**config.mk**
```make
export PLATFORM = sky130hd
export DESIGN_NAME = prio_bus_arbiter
export DESIGN_NICKNAME = d
export VERILOG_FILES = /design/src/rtl/prio_arb_pkg.sv /design/src/rtl/arb_cfg_regs.sv /design/src/rtl/arb_pick.sv /design/src/rtl/arb_tenure_fsm.sv /design/src/rtl/arb_block_cnt.sv /design/src/rtl/prio_bus_arbiter.sv
export SDC_FILE = /design/constraint.sdc
export NUM_CORES = 1
export LEC_CHECK = 0
export BUFFER_PORTS_ARGS = -buffer_cell sky130_fd_sc_hd__buf_2
export CAP_MARGIN = 20
export CORE_UTILIZATION = 49
export DETAILED_ROUTE_END_ITERATION = 12
export PLACE_DENSITY_LB_ADDON = 0.12
export SLEW_MARGIN = 20
export SYNTH_ARGS = -nofsm -noshare
export SYNTH_HDL_FRONTEND = slang
export SYNTH_HIERARCHICAL = 1
export SYNTH_SLANG_ARGS = --single-unit
```
**constraint.sdc**
```tcl
create_clock -name clk_i -period 5.5 [get_ports clk_i]
set_input_delay 0.275 -clock clk_i [delete_from_list [all_inputs] [get_ports clk_i]]
set_output_delay 0.275 -clock clk_i [all_outputs]
set_load 0.01 [all_outputs]
```
**src/rtl/prio_arb_pkg.sv**
```systemverilog
package prio_arb_pkg;
  typedef enum logic {
    ARB_IDLE = 1'b0,
    ARB_OWN  = 1'b1
  } arb_state_e;
endpackage

```
**src/rtl/arb_cfg_regs.sv**
```systemverilog
module arb_cfg_regs #(
  parameter int unsigned N_MST     = 4,
  parameter int unsigned PRIO_W    = 4,
  parameter int unsigned TEN_W     = 8,
  parameter int unsigned ADDR_W    = 3,
  parameter int unsigned LIMIT_RST = 16
) (
  input  logic                             clk_i,
  input  logic                             rst_ni,
  input  logic                             cfg_we_i,
  input  logic [ADDR_W-1:0]                cfg_addr_i,
  input  logic [TEN_W-1:0]                 cfg_wdata_i,
  output logic [N_MST-1:0][PRIO_W-1:0]     prio_o,
  output logic [TEN_W-1:0]                 limit_o
);
  localparam logic [ADDR_W-1:0] LIMIT_ADDR = ADDR_W'(N_MST);

  // rate-monotonic default: master 0 most urgent
  for (genvar g = 0; g < N_MST; g++) begin : g_prio
    localparam logic [PRIO_W-1:0] RST_VAL = PRIO_W'(N_MST - 1 - g);
    always_ff @(posedge clk_i or negedge rst_ni) begin
      if (!rst_ni) begin
        prio_o[g] <= RST_VAL;
      end else if (cfg_we_i && cfg_addr_i == ADDR_W'(g)) begin
        prio_o[g] <= cfg_wdata_i[PRIO_W-1:0];
      end
    end
  end

  always_ff @(posedge clk_i or negedge rst_ni) begin
    if (!rst_ni) begin
      limit_o <= TEN_W'(LIMIT_RST);
    end else if (cfg_we_i && cfg_addr_i == LIMIT_ADDR) begin
      limit_o <= cfg_wdata_i;
    end
  end
endmodule

```
**src/rtl/arb_pick.sv**
```systemverilog
module arb_pick #(
  parameter int unsigned N_MST  = 4,
  parameter int unsigned PRIO_W = 4,
  parameter int unsigned IDX_W  = 2
) (
  input  logic [N_MST-1:0]             req_i,
  input  logic [N_MST-1:0][PRIO_W-1:0] prio_i,
  output logic                         win_vld_o,
  output logic [IDX_W-1:0]             win_idx_o
);
  logic              found;
  logic [IDX_W-1:0]  idx;
  logic [PRIO_W-1:0] best;

  // strict compare keeps the lower index on ties
  always_comb begin
    found = 1'b0;
    idx   = '0;
    best  = '0;
    for (int i = 0; i < N_MST; i++) begin
      if (req_i[i] && (!found || prio_i[i] > best)) begin
        found = 1'b1;
        idx   = IDX_W'(i);
        best  = prio_i[i];
      end
    end
  end

  assign win_vld_o = found;
  assign win_idx_o = idx;
endmodule

```
**src/rtl/arb_tenure_fsm.sv**
```systemverilog
module arb_tenure_fsm
  import prio_arb_pkg::*;
#(
  parameter int unsigned N_MST = 4,
  parameter int unsigned TEN_W = 8,
  parameter int unsigned IDX_W = 2
) (
  input  logic             clk_i,
  input  logic             rst_ni,
  input  logic [N_MST-1:0] req_i,
  input  logic             win_vld_i,
  input  logic [IDX_W-1:0] win_idx_i,
  input  logic [TEN_W-1:0] limit_i,
  output logic [N_MST-1:0] gnt_o,
  output logic             own_vld_o,
  output logic [IDX_W-1:0] own_idx_o,
  output logic [TEN_W-1:0] ten_cnt_o,
  output logic [TEN_W-1:0] ten_lim_o
);
  arb_state_e       state_q, state_d;
  logic [IDX_W-1:0] own_q, own_d;
  logic [TEN_W-1:0] cnt_q, cnt_d;
  logic [TEN_W-1:0] lim_q, lim_d;
  logic [N_MST-1:0] own_oh;
  logic             own_req;
  logic             others;
  logic             expired;

  assign own_oh  = N_MST'(1) << own_q;
  assign own_req = |(req_i & own_oh);
  assign others  = |(req_i & ~own_oh);
  assign expired = (cnt_q >= lim_q);

  always_comb begin
    state_d = state_q;
    own_d   = own_q;
    cnt_d   = cnt_q;
    lim_d   = lim_q;
    unique case (state_q)
      ARB_IDLE: begin
        if (win_vld_i) begin
          state_d = ARB_OWN;
          own_d   = win_idx_i;
          cnt_d   = TEN_W'(1);
          lim_d   = limit_i;  // latched: later writes wait for next tenure
        end
      end
      ARB_OWN: begin
        if (!own_req || (expired && others)) begin
          state_d = ARB_IDLE;  // idle cycle doubles as arbitration slot
        end else if (cnt_q != '1) begin
          cnt_d = cnt_q + TEN_W'(1);
        end
      end
      default: state_d = ARB_IDLE;
    endcase
  end

  always_ff @(posedge clk_i or negedge rst_ni) begin
    if (!rst_ni) begin
      state_q <= ARB_IDLE;
      own_q   <= '0;
      cnt_q   <= '0;
      lim_q   <= '0;
    end else begin
      state_q <= state_d;
      own_q   <= own_d;
      cnt_q   <= cnt_d;
      lim_q   <= lim_d;
    end
  end

  assign own_vld_o = (state_q == ARB_OWN);
  assign own_idx_o = own_q;
  assign gnt_o     = own_vld_o ? own_oh : '0;
  assign ten_cnt_o = cnt_q;
  assign ten_lim_o = lim_q;
endmodule

```
**src/rtl/arb_block_cnt.sv**
```systemverilog
module arb_block_cnt #(
  parameter int unsigned N_MST  = 4,
  parameter int unsigned PRIO_W = 4,
  parameter int unsigned BLK_W  = 16,
  parameter int unsigned IDX_W  = 2
) (
  input  logic                         clk_i,
  input  logic                         rst_ni,
  input  logic [N_MST-1:0]             req_i,
  input  logic [N_MST-1:0][PRIO_W-1:0] prio_i,
  input  logic                         own_vld_i,
  input  logic [IDX_W-1:0]             own_idx_i,
  output logic [N_MST-1:0][BLK_W-1:0]  cnt_o
);
  logic [PRIO_W-1:0] own_prio;
  assign own_prio = prio_i[own_idx_i];

  for (genvar g = 0; g < N_MST; g++) begin : g_cnt
    logic outranks;
    logic hit;

    always_comb begin
      outranks = (prio_i[g] > own_prio) ||
                 ((prio_i[g] == own_prio) && (IDX_W'(g) < own_idx_i));
      hit      = req_i[g] && own_vld_i && (own_idx_i != IDX_W'(g)) && outranks;
    end

    always_ff @(posedge clk_i or negedge rst_ni) begin
      if (!rst_ni) begin
        cnt_o[g] <= '0;
      end else if (hit && cnt_o[g] != '1) begin
        cnt_o[g] <= cnt_o[g] + BLK_W'(1);
      end
    end
  end
endmodule

```
**src/rtl/prio_bus_arbiter.sv**
```systemverilog
module prio_bus_arbiter #(
  parameter  int unsigned N_MST     = 4,
  parameter  int unsigned PRIO_W    = 4,
  parameter  int unsigned TEN_W     = 8,
  parameter  int unsigned BLK_W     = 16,
  parameter  int unsigned LIMIT_RST = 16,
  localparam int unsigned IDX_W     = $clog2(N_MST),
  localparam int unsigned ADDR_W    = $clog2(N_MST + 1)
) (
  input  logic              clk_i,
  input  logic              rst_ni,
  input  logic [N_MST-1:0]  req_i,
  output logic [N_MST-1:0]  gnt_o,
  input  logic              cfg_we_i,
  input  logic [ADDR_W-1:0] cfg_addr_i,
  input  logic [TEN_W-1:0]  cfg_wdata_i,
  input  logic [IDX_W-1:0]  blk_sel_i,
  output logic [BLK_W-1:0]  blk_cnt_o
);
  logic [N_MST-1:0][PRIO_W-1:0] prio;
  logic [TEN_W-1:0]             limit;
  logic                         win_vld;
  logic [IDX_W-1:0]             win_idx;
  logic                         own_vld;
  logic [IDX_W-1:0]             own_idx;
  logic [TEN_W-1:0]             ten_cnt;
  logic [TEN_W-1:0]             ten_lim;
  logic [N_MST-1:0][BLK_W-1:0]  blk_q;

  arb_cfg_regs #(
    .N_MST(N_MST), .PRIO_W(PRIO_W), .TEN_W(TEN_W),
    .ADDR_W(ADDR_W), .LIMIT_RST(LIMIT_RST)
  ) u_cfg (
    .clk_i      (clk_i),
    .rst_ni     (rst_ni),
    .cfg_we_i   (cfg_we_i),
    .cfg_addr_i (cfg_addr_i),
    .cfg_wdata_i(cfg_wdata_i),
    .prio_o     (prio),
    .limit_o    (limit)
  );

  arb_pick #(
    .N_MST(N_MST), .PRIO_W(PRIO_W), .IDX_W(IDX_W)
  ) u_pick (
    .req_i    (req_i),
    .prio_i   (prio),
    .win_vld_o(win_vld),
    .win_idx_o(win_idx)
  );

  arb_tenure_fsm #(
    .N_MST(N_MST), .TEN_W(TEN_W), .IDX_W(IDX_W)
  ) u_fsm (
    .clk_i    (clk_i),
    .rst_ni   (rst_ni),
    .req_i    (req_i),
    .win_vld_i(win_vld),
    .win_idx_i(win_idx),
    .limit_i  (limit),
    .gnt_o    (gnt_o),
    .own_vld_o(own_vld),
    .own_idx_o(own_idx),
    .ten_cnt_o(ten_cnt),
    .ten_lim_o(ten_lim)
  );

  arb_block_cnt #(
    .N_MST(N_MST), .PRIO_W(PRIO_W), .BLK_W(BLK_W), .IDX_W(IDX_W)
  ) u_blk (
    .clk_i    (clk_i),
    .rst_ni   (rst_ni),
    .req_i    (req_i),
    .prio_i   (prio),
    .own_vld_i(own_vld),
    .own_idx_i(own_idx),
    .cnt_o    (blk_q)
  );

  assign blk_cnt_o = blk_q[blk_sel_i];
endmodule

```
# Word-level counts from Yosys, hierarchy flattened
# Index checks and enable logic that the tools add are counted.
# W data, S select, Z words.
[word_totals] regBits=107 elab_cells=125 inputBits=20
[classes] addsub=5 n_eq_ne=19 magnitude_cmp=14 bitwise_logic=4 mux=22 n_reduce_logical=47 shifts=1
[op_table] op="$add A16 B1 Y16 const B" count=4
[op_table] op="$ne A16 B16 Y1 const B" count=4
[op_table] op="$bmux W16 S2" count=1
[op_table] op="$logic_and A1 B1 Y1" count=29
[op_table] op="$gt A4 B4 Y1" count=7
[op_table] op="$mux W8" count=3
[op_table] op="$mux W4" count=5
[op_table] op="$eq A4 B4 Y1" count=4
[op_table] op="$mux W16" count=1
[op_table] op="$pmux W8 S2" count=1
[op_table] op="$add A8 B1 Y8 const B" count=1
[op_table] op="$and A4 B4 Y4" count=2
[op_table] op="$bmux W4 S2" count=1
[op_table] op="$ge A8 B8 Y1" count=1
[op_table] op="$logic_or A1 B1 Y1" count=8
[op_table] op="$ne A2 B2 Y1 const B" count=4
[op_table] op="$ne A8 B8 Y1 const B" count=1
[op_table] op="$reduce_or A4 Y1" count=2
[op_table] op="$mux W1" count=7
[op_table] op="$eq A3 B2 Y1 const B" count=2
[op_table] op="$lt A2 B3 Y1 const B" count=2
[op_table] op="$logic_not A1 Y1" count=4
[op_table] op="$lt A1 B2 Y1 const A" count=2
[op_table] op="$lt A2 B2 Y1 const A" count=2
[op_table] op="12 further kinds" count=14

# Longest topological paths before layout
[depth] ltp_word=15 ltp_mapped=20

# Cells and area by module
# The synthesis kept the hierarchy.
[modules_own_cells] mod="arb_block_cnt" seq_area_each_um2=1601.5 n_inst=1 cells_each=319 area_each_um2=3489.6
[modules_own_cells] mod="arb_tenure_fsm" seq_area_each_um2=475.5 n_inst=1 cells_each=134 area_each_um2=1166.1
[modules_own_cells] mod="arb_cfg_regs" seq_area_each_um2=606.8 n_inst=1 cells_each=54 area_each_um2=952.2
[modules_own_cells] mod="arb_pick" seq_area_each_um2=0.0 n_inst=1 cells_each=60 area_each_um2=501.7
[modules_own_cells] mod="prio_bus_arbiter" seq_area_each_um2=0.0 n_inst=1 cells_each=20 area_each_um2=424.2

# Worst setup path after synthesis
# Ideal clock, no wire load.
[synth_path] path_type="flip-flop to flip-flop" start="reg u_cfg/prio_o[1] (netlist name)" end="reg u_fsm.own_q[0], in the netlist u_fsm/own_idx_o[0]" period_less_slack_ps=3898 path_slack_ps=1602 t_arrival_ps=3781 required_time_ps=5383 stages_incl_launch_ff=20 setup_time_ps=117 path_buffers=0 path_cell_list="dfstp_2 -> nand2_1 -> ha_1 -> nor2b_1 -> o21bai_2 -> a21oi_4 -> mux2_4 -> ha_1 -> nor2b_1 -> o211ai_1 -> a21oi_1 -> mux2_2 -> ha_1 -> nor2b_1 -> o211ai_1 -> a21oi_1 -> o21ai_0 -> o21ai_0 -> nand2_1 -> nand2_1"
[synth_via] elab_cells_between_ends=21 cone_classes="order compare (3); mux (9); reduce/logical (9)"
[synth_lines] item="from (decl)" line_no="arb_cfg_regs.sv:13" text="output logic [N_MST-1:0][PRIO_W-1:0] prio_o,"
[synth_lines] item="from (signal, indexed assignment)" line_no="arb_cfg_regs.sv:25" text="prio_o[g] <= cfg_wdata_i[PRIO_W-1:0];"
[synth_lines] item="$mux W4 (*)" line_no="arb_pick.sv:21" text="if (req_i[i] && (!found || prio_i[i] > best)) begin"
[synth_lines] item="$gt A4 B4 Y1" line_no="arb_pick.sv:21"
[synth_lines] item="$logic_or A1 B1 Y1" line_no="arb_pick.sv:21"
[synth_lines] item="$logic_and A1 B1 Y1" line_no="arb_pick.sv:21"
[synth_lines] item="$mux W4 or $mux W1 (tied branches)" line_no="arb_pick.sv:21"
[synth_lines] item="$gt A4 B4 Y1 or $logic_not A1 Y1 (tied branches)" line_no="arb_pick.sv:21"
[synth_lines] item="$logic_or A1 B1 Y1" line_no="arb_pick.sv:21"
[synth_lines] item="$logic_and A1 B1 Y1" line_no="arb_pick.sv:21"
[synth_lines] item="$mux W4 or $mux W1 (tied branches)" line_no="arb_pick.sv:21"
[synth_lines] item="$gt A4 B4 Y1 or $logic_not A1 Y1 (tied branches)" line_no="arb_pick.sv:21"
[synth_lines] item="$logic_or A1 B1 Y1" line_no="arb_pick.sv:21"
[synth_lines] item="$logic_and A1 B1 Y1" line_no="arb_pick.sv:21"
[synth_lines] item="$mux W2 (*)" line_no="arb_pick.sv:21"
[synth_lines] item="named net win_idx[0]" line_no="prio_bus_arbiter.sv:23" text="logic [IDX_W-1:0] win_idx;"
[synth_lines] item="to (signal assigned)" line_no="arb_tenure_fsm.sv:67" text="own_q <= own_d;"
[synth_lines] item="to (decl)" line_no="arb_tenure_fsm.sv:21" text="logic [IDX_W-1:0] own_q, own_d;"
# The timed path passes the listed nets; every way through them passes the cells marked *.
# A chain may end at the register's enable or synchronous reset.

# Worst setup path in the final report
# Ends and elaborated chain as after synthesis.

==> summary.md <==
| Metric | Value |
|---|---|
| CTS max path bufs | 2 |
| First-pass GRT wire length | 23,700 um |
| Post-synth top cells | dfrtp_1, nand2_1, xnor2_1, ha_1 |
| Switching part of the total | 0.378 |
| # diodes | 0 |
| Clock-pin transition on the worst setup and hold timing paths | 0.07 ns |
| Worst Path Required | 5.75 ns |
| Core box area | 12,800 sq um |
| Area of the multi-input gates | 3590 sq um |
| Actual slew at the worst max-slew pin | 0.979 ns |
| Wirelength, routed | 14,000 um |
| Avg Inst Size Synth | 11.1 sq um |
| Vias | 4,575 |
| Final setup fails | 0 |
| Clock skew | 0.0123 ns |
| Leak | 3.19 nW |
| Net Count, Synth | 648 |
| Total die area | 13,800 sq um |
| CP Max Fanout | 6 |
| Most common cell in the netlist | dfrtp_1 |
| Post-synth ARST share | 1.00 |
| DR DRC count | 0 |
| Clock root cell | clkbuf_16 |
| Hold Vio Cnt, Final | 0 |
| Clk sinks | 107 |
| Final hold slack | 0.147 ns |
| Register area | 2680 sq um |
| CP Class | reg2reg |
| Grt total ovfl | 0 |
| Worst vdd ir | 0.253 mV |
| Synth warn | 6 |
| Ratio of final minimum period to clock period | 0.777 |
| Post_cts resized | 0 |
| Largest net degree at the start of global routing | 71 |
| Startpoint Class | flop |
| Synthesized instance count | 587 |
| Via density | 5.72 |
| Drt wl/cell | 17.6 um |
| Clock latency on the worst-skew pair | 0.36 ns |
| Post-route core utilization | 0.555 |
| Synth top area cells | dfrtp_1, ha_1, xnor2_1 |
| Number of library cell types mapped by synthesis | 66 |
| CTS buffer count | 9 |
| Vias in the first global route | 4,503 |
| Outcome | completed |
| CP Capture Type | flop |
| # IOs | 40 |
| Int Pwr | 1.72 mW |
| Worst EP arrival | 4.52 ns |
| Final Wtd Congestion | 0.843 |
| Predominant post-synthesis flop cell | dfrtp_1 |
| DRT Pass-1 Iters | 5 |
| Max-capacitance violation count | 0 |
| H-tree Lvls | 3 |
| Logic pwr share | 0.359 |
| Dpl hpwl | 10,500 um |
| RSZ-0062 raised after global routing | false |
| Fillers | 1,136 |
| Power per cell area | 388 nW/um^2 |
| CTS tree | built |
| Routed Antenna Nets | 0 |
| Max transition margin | 0.341 |
| Max frequency | 234 MHz |
| Post-synthesis sequential area ratio | 0.411 |
| Std-Cell Rows | 41 |
| Die X-Extent | 117 um |
| Net switching power | 1.05 mW |
| #FFs+latches synth | 107 |
| Initial antenna violation count | 0 |
| Port bufs | 39 |
| Tot GR Track Use | 0.220 |
| Fraction of layout instances using a drive strength above 1 | 0.201 |
| Setup tns final | 0 ns |
| Yosys top cell area share | 0.391 |
| Clock network power share | 0.228 |
| Pins Over Slew Limit | 0 |
| Post-synth EDFFs | 0 |
| Initial Util | 0.509 |
| Area delta synth->final | 8.96% |
| Nets | 684 |
| Hold Crit Class | in2reg |
| Die Y | 117 um |
| Largest area contributor in the netlist | dfrtp_1 |
| Sequential share of power | 0.413 |
| Netlist Area Pre-Place | 6530 sq um |
| Final worst path period need | 4.28 ns |
| Initial DRC Count | 398 |
-- flip-flops by register name, indices dropped and copies added (netlist names) --
signal,count
u_cfg/limit_o,8
u_fsm/ten_cnt_o,8
u_fsm/own_vld_o,1
u_blk/cnt_o,64
u_fsm/own_idx_o,2
u_cfg/prio_o,16
u_fsm/ten_lim_o,8
-- critical path, stage by stage, from the launching register on --
cell and delay, ns:
dfstp_2 0.55, nand2_1 0.09, ha_1 0.31, nor2b_1 0.17
o21bai_2 0.09, a21oi_4 0.24, mux2_4 0.33, ha_1 0.29
nor2b_1 0.13, o211ai_1 0.09, a21oi_1 0.39, mux2_2 0.39
ha_1 0.28, nor2b_1 0.13, o211ai_1 0.16, a21oi_1 0.09
o21ai_0 0.19, o21ai_0 0.12, nand2_1 0.07, nand2_1 0.05
-- placed cells by master (no fill, tap or decap), types with 14 or more instances in the layout --
cell     netlist  routed
inv_1         30      30
dfrtp_1      102     102
xnor2_1       48      48
a21oi_1       14      14
buf_2          4      38
nor2_1        25      25
ha_1          41      41
o21ai_0       17      17
nand3_1       32      32
nand4_1       25      25
mux2_2        32      32
and3_1        19      19
nand2_1       51      51
-- per-layer routing --
| metal | up-vias | GRT usage | share of wire |
|---|---|---|---|
| met1 | 2237 | 0.313 | 0.47 |
| met5 | - | 0 | 0 |
| met3 | 15 | 0.0581 | 0.059 |
| met2 | 101 | 0.326 | 0.45 |
| li1 | 2222 | - | - |
| met4 | 0 | 0.0753 | 0.017 |
-- final cells by class --
| cell class | count | area share |
|---|---|---|
| clock buffers | 10 | 0.0336 |
| clock inverters | 6 | 0.00650 |
| inverters | 31 | 0.0167 |
| multi-input cells | 432 | 0.505 |
| flip-flops and latches | 107 | 0.377 |
| well taps | 172 | 0.0302 |
| repair buffers | 42 | 0.0313 |
-- final timing paths --
| path | from | endpoint | slack, ns | cells past startpoint |
|---|---|---|---|---|
| max in group asynchronous | rst_ni | u_blk/cnt_o[62] | 3.82 | 3 |
| setup reg to reg | u_cfg/prio_o[1] | u_fsm/own_idx_o[0] | 1.22 | 19 |
| setup / recovery | u_cfg/prio_o[1] | u_fsm/own_idx_o[0] | 1.22 | 19 |
| hold / removal | cfg_wdata_i[4] | u_cfg/limit_o[4] | 0.15 | 2 |
| min in group asynchronous | rst_ni | u_cfg/limit_o[5] | 0.41 | 2 |
| hold reg to reg | u_cfg/limit_o[6] | u_fsm/ten_lim_o[6] | 0.48 | 2 |
-- kinds of logic (layout without fill, tap and decap cells) --
group,Yosys count,in the layout,share of synthesized area
AO/OA/AOI/OAI,65,65,0.0686
flip-flops,107,107,0.411
multiplexers,61,61,0.149
AND/OR/NAND/NOR,210,210,0.181
buffers and inverters,48,89,0.0393
XOR/XNOR,55,55,0.0737
adder cells (fa/ha/maj),41,41,0.0785
-- power groups by stage --
stage	sequential, mW	combinational [mW]	clock (mW)
floorplan	1.06	0.827	0
detailed placement	1.16	0.987	0
CTS	1.15	0.991	0.655
finish	1.14	0.992	0.631
global placement	1.15	0.940	0
global route	1.18	1.13	0.686
-- through the flow --
step,instances,instance area [sq um],power [mW],setup WS (ns)
CTS,800,7120,2.79,1.23
global placement,783,6820,2.09,1.26
floorplan,587,6530,1.89,1.60
global route,800,7120,2.99,0.830
detailed placement,783,6820,2.15,1.13
finish,800,7120,2.77,1.22
-- what timing repair did --
item,4_1_cts,5_1_grt
endpoints found under the hold margin,32,0
hold buffers,1,0
setup buffers,0,0
endpoints found under the setup margin,0,0
(Power assumes the default switching activity.)
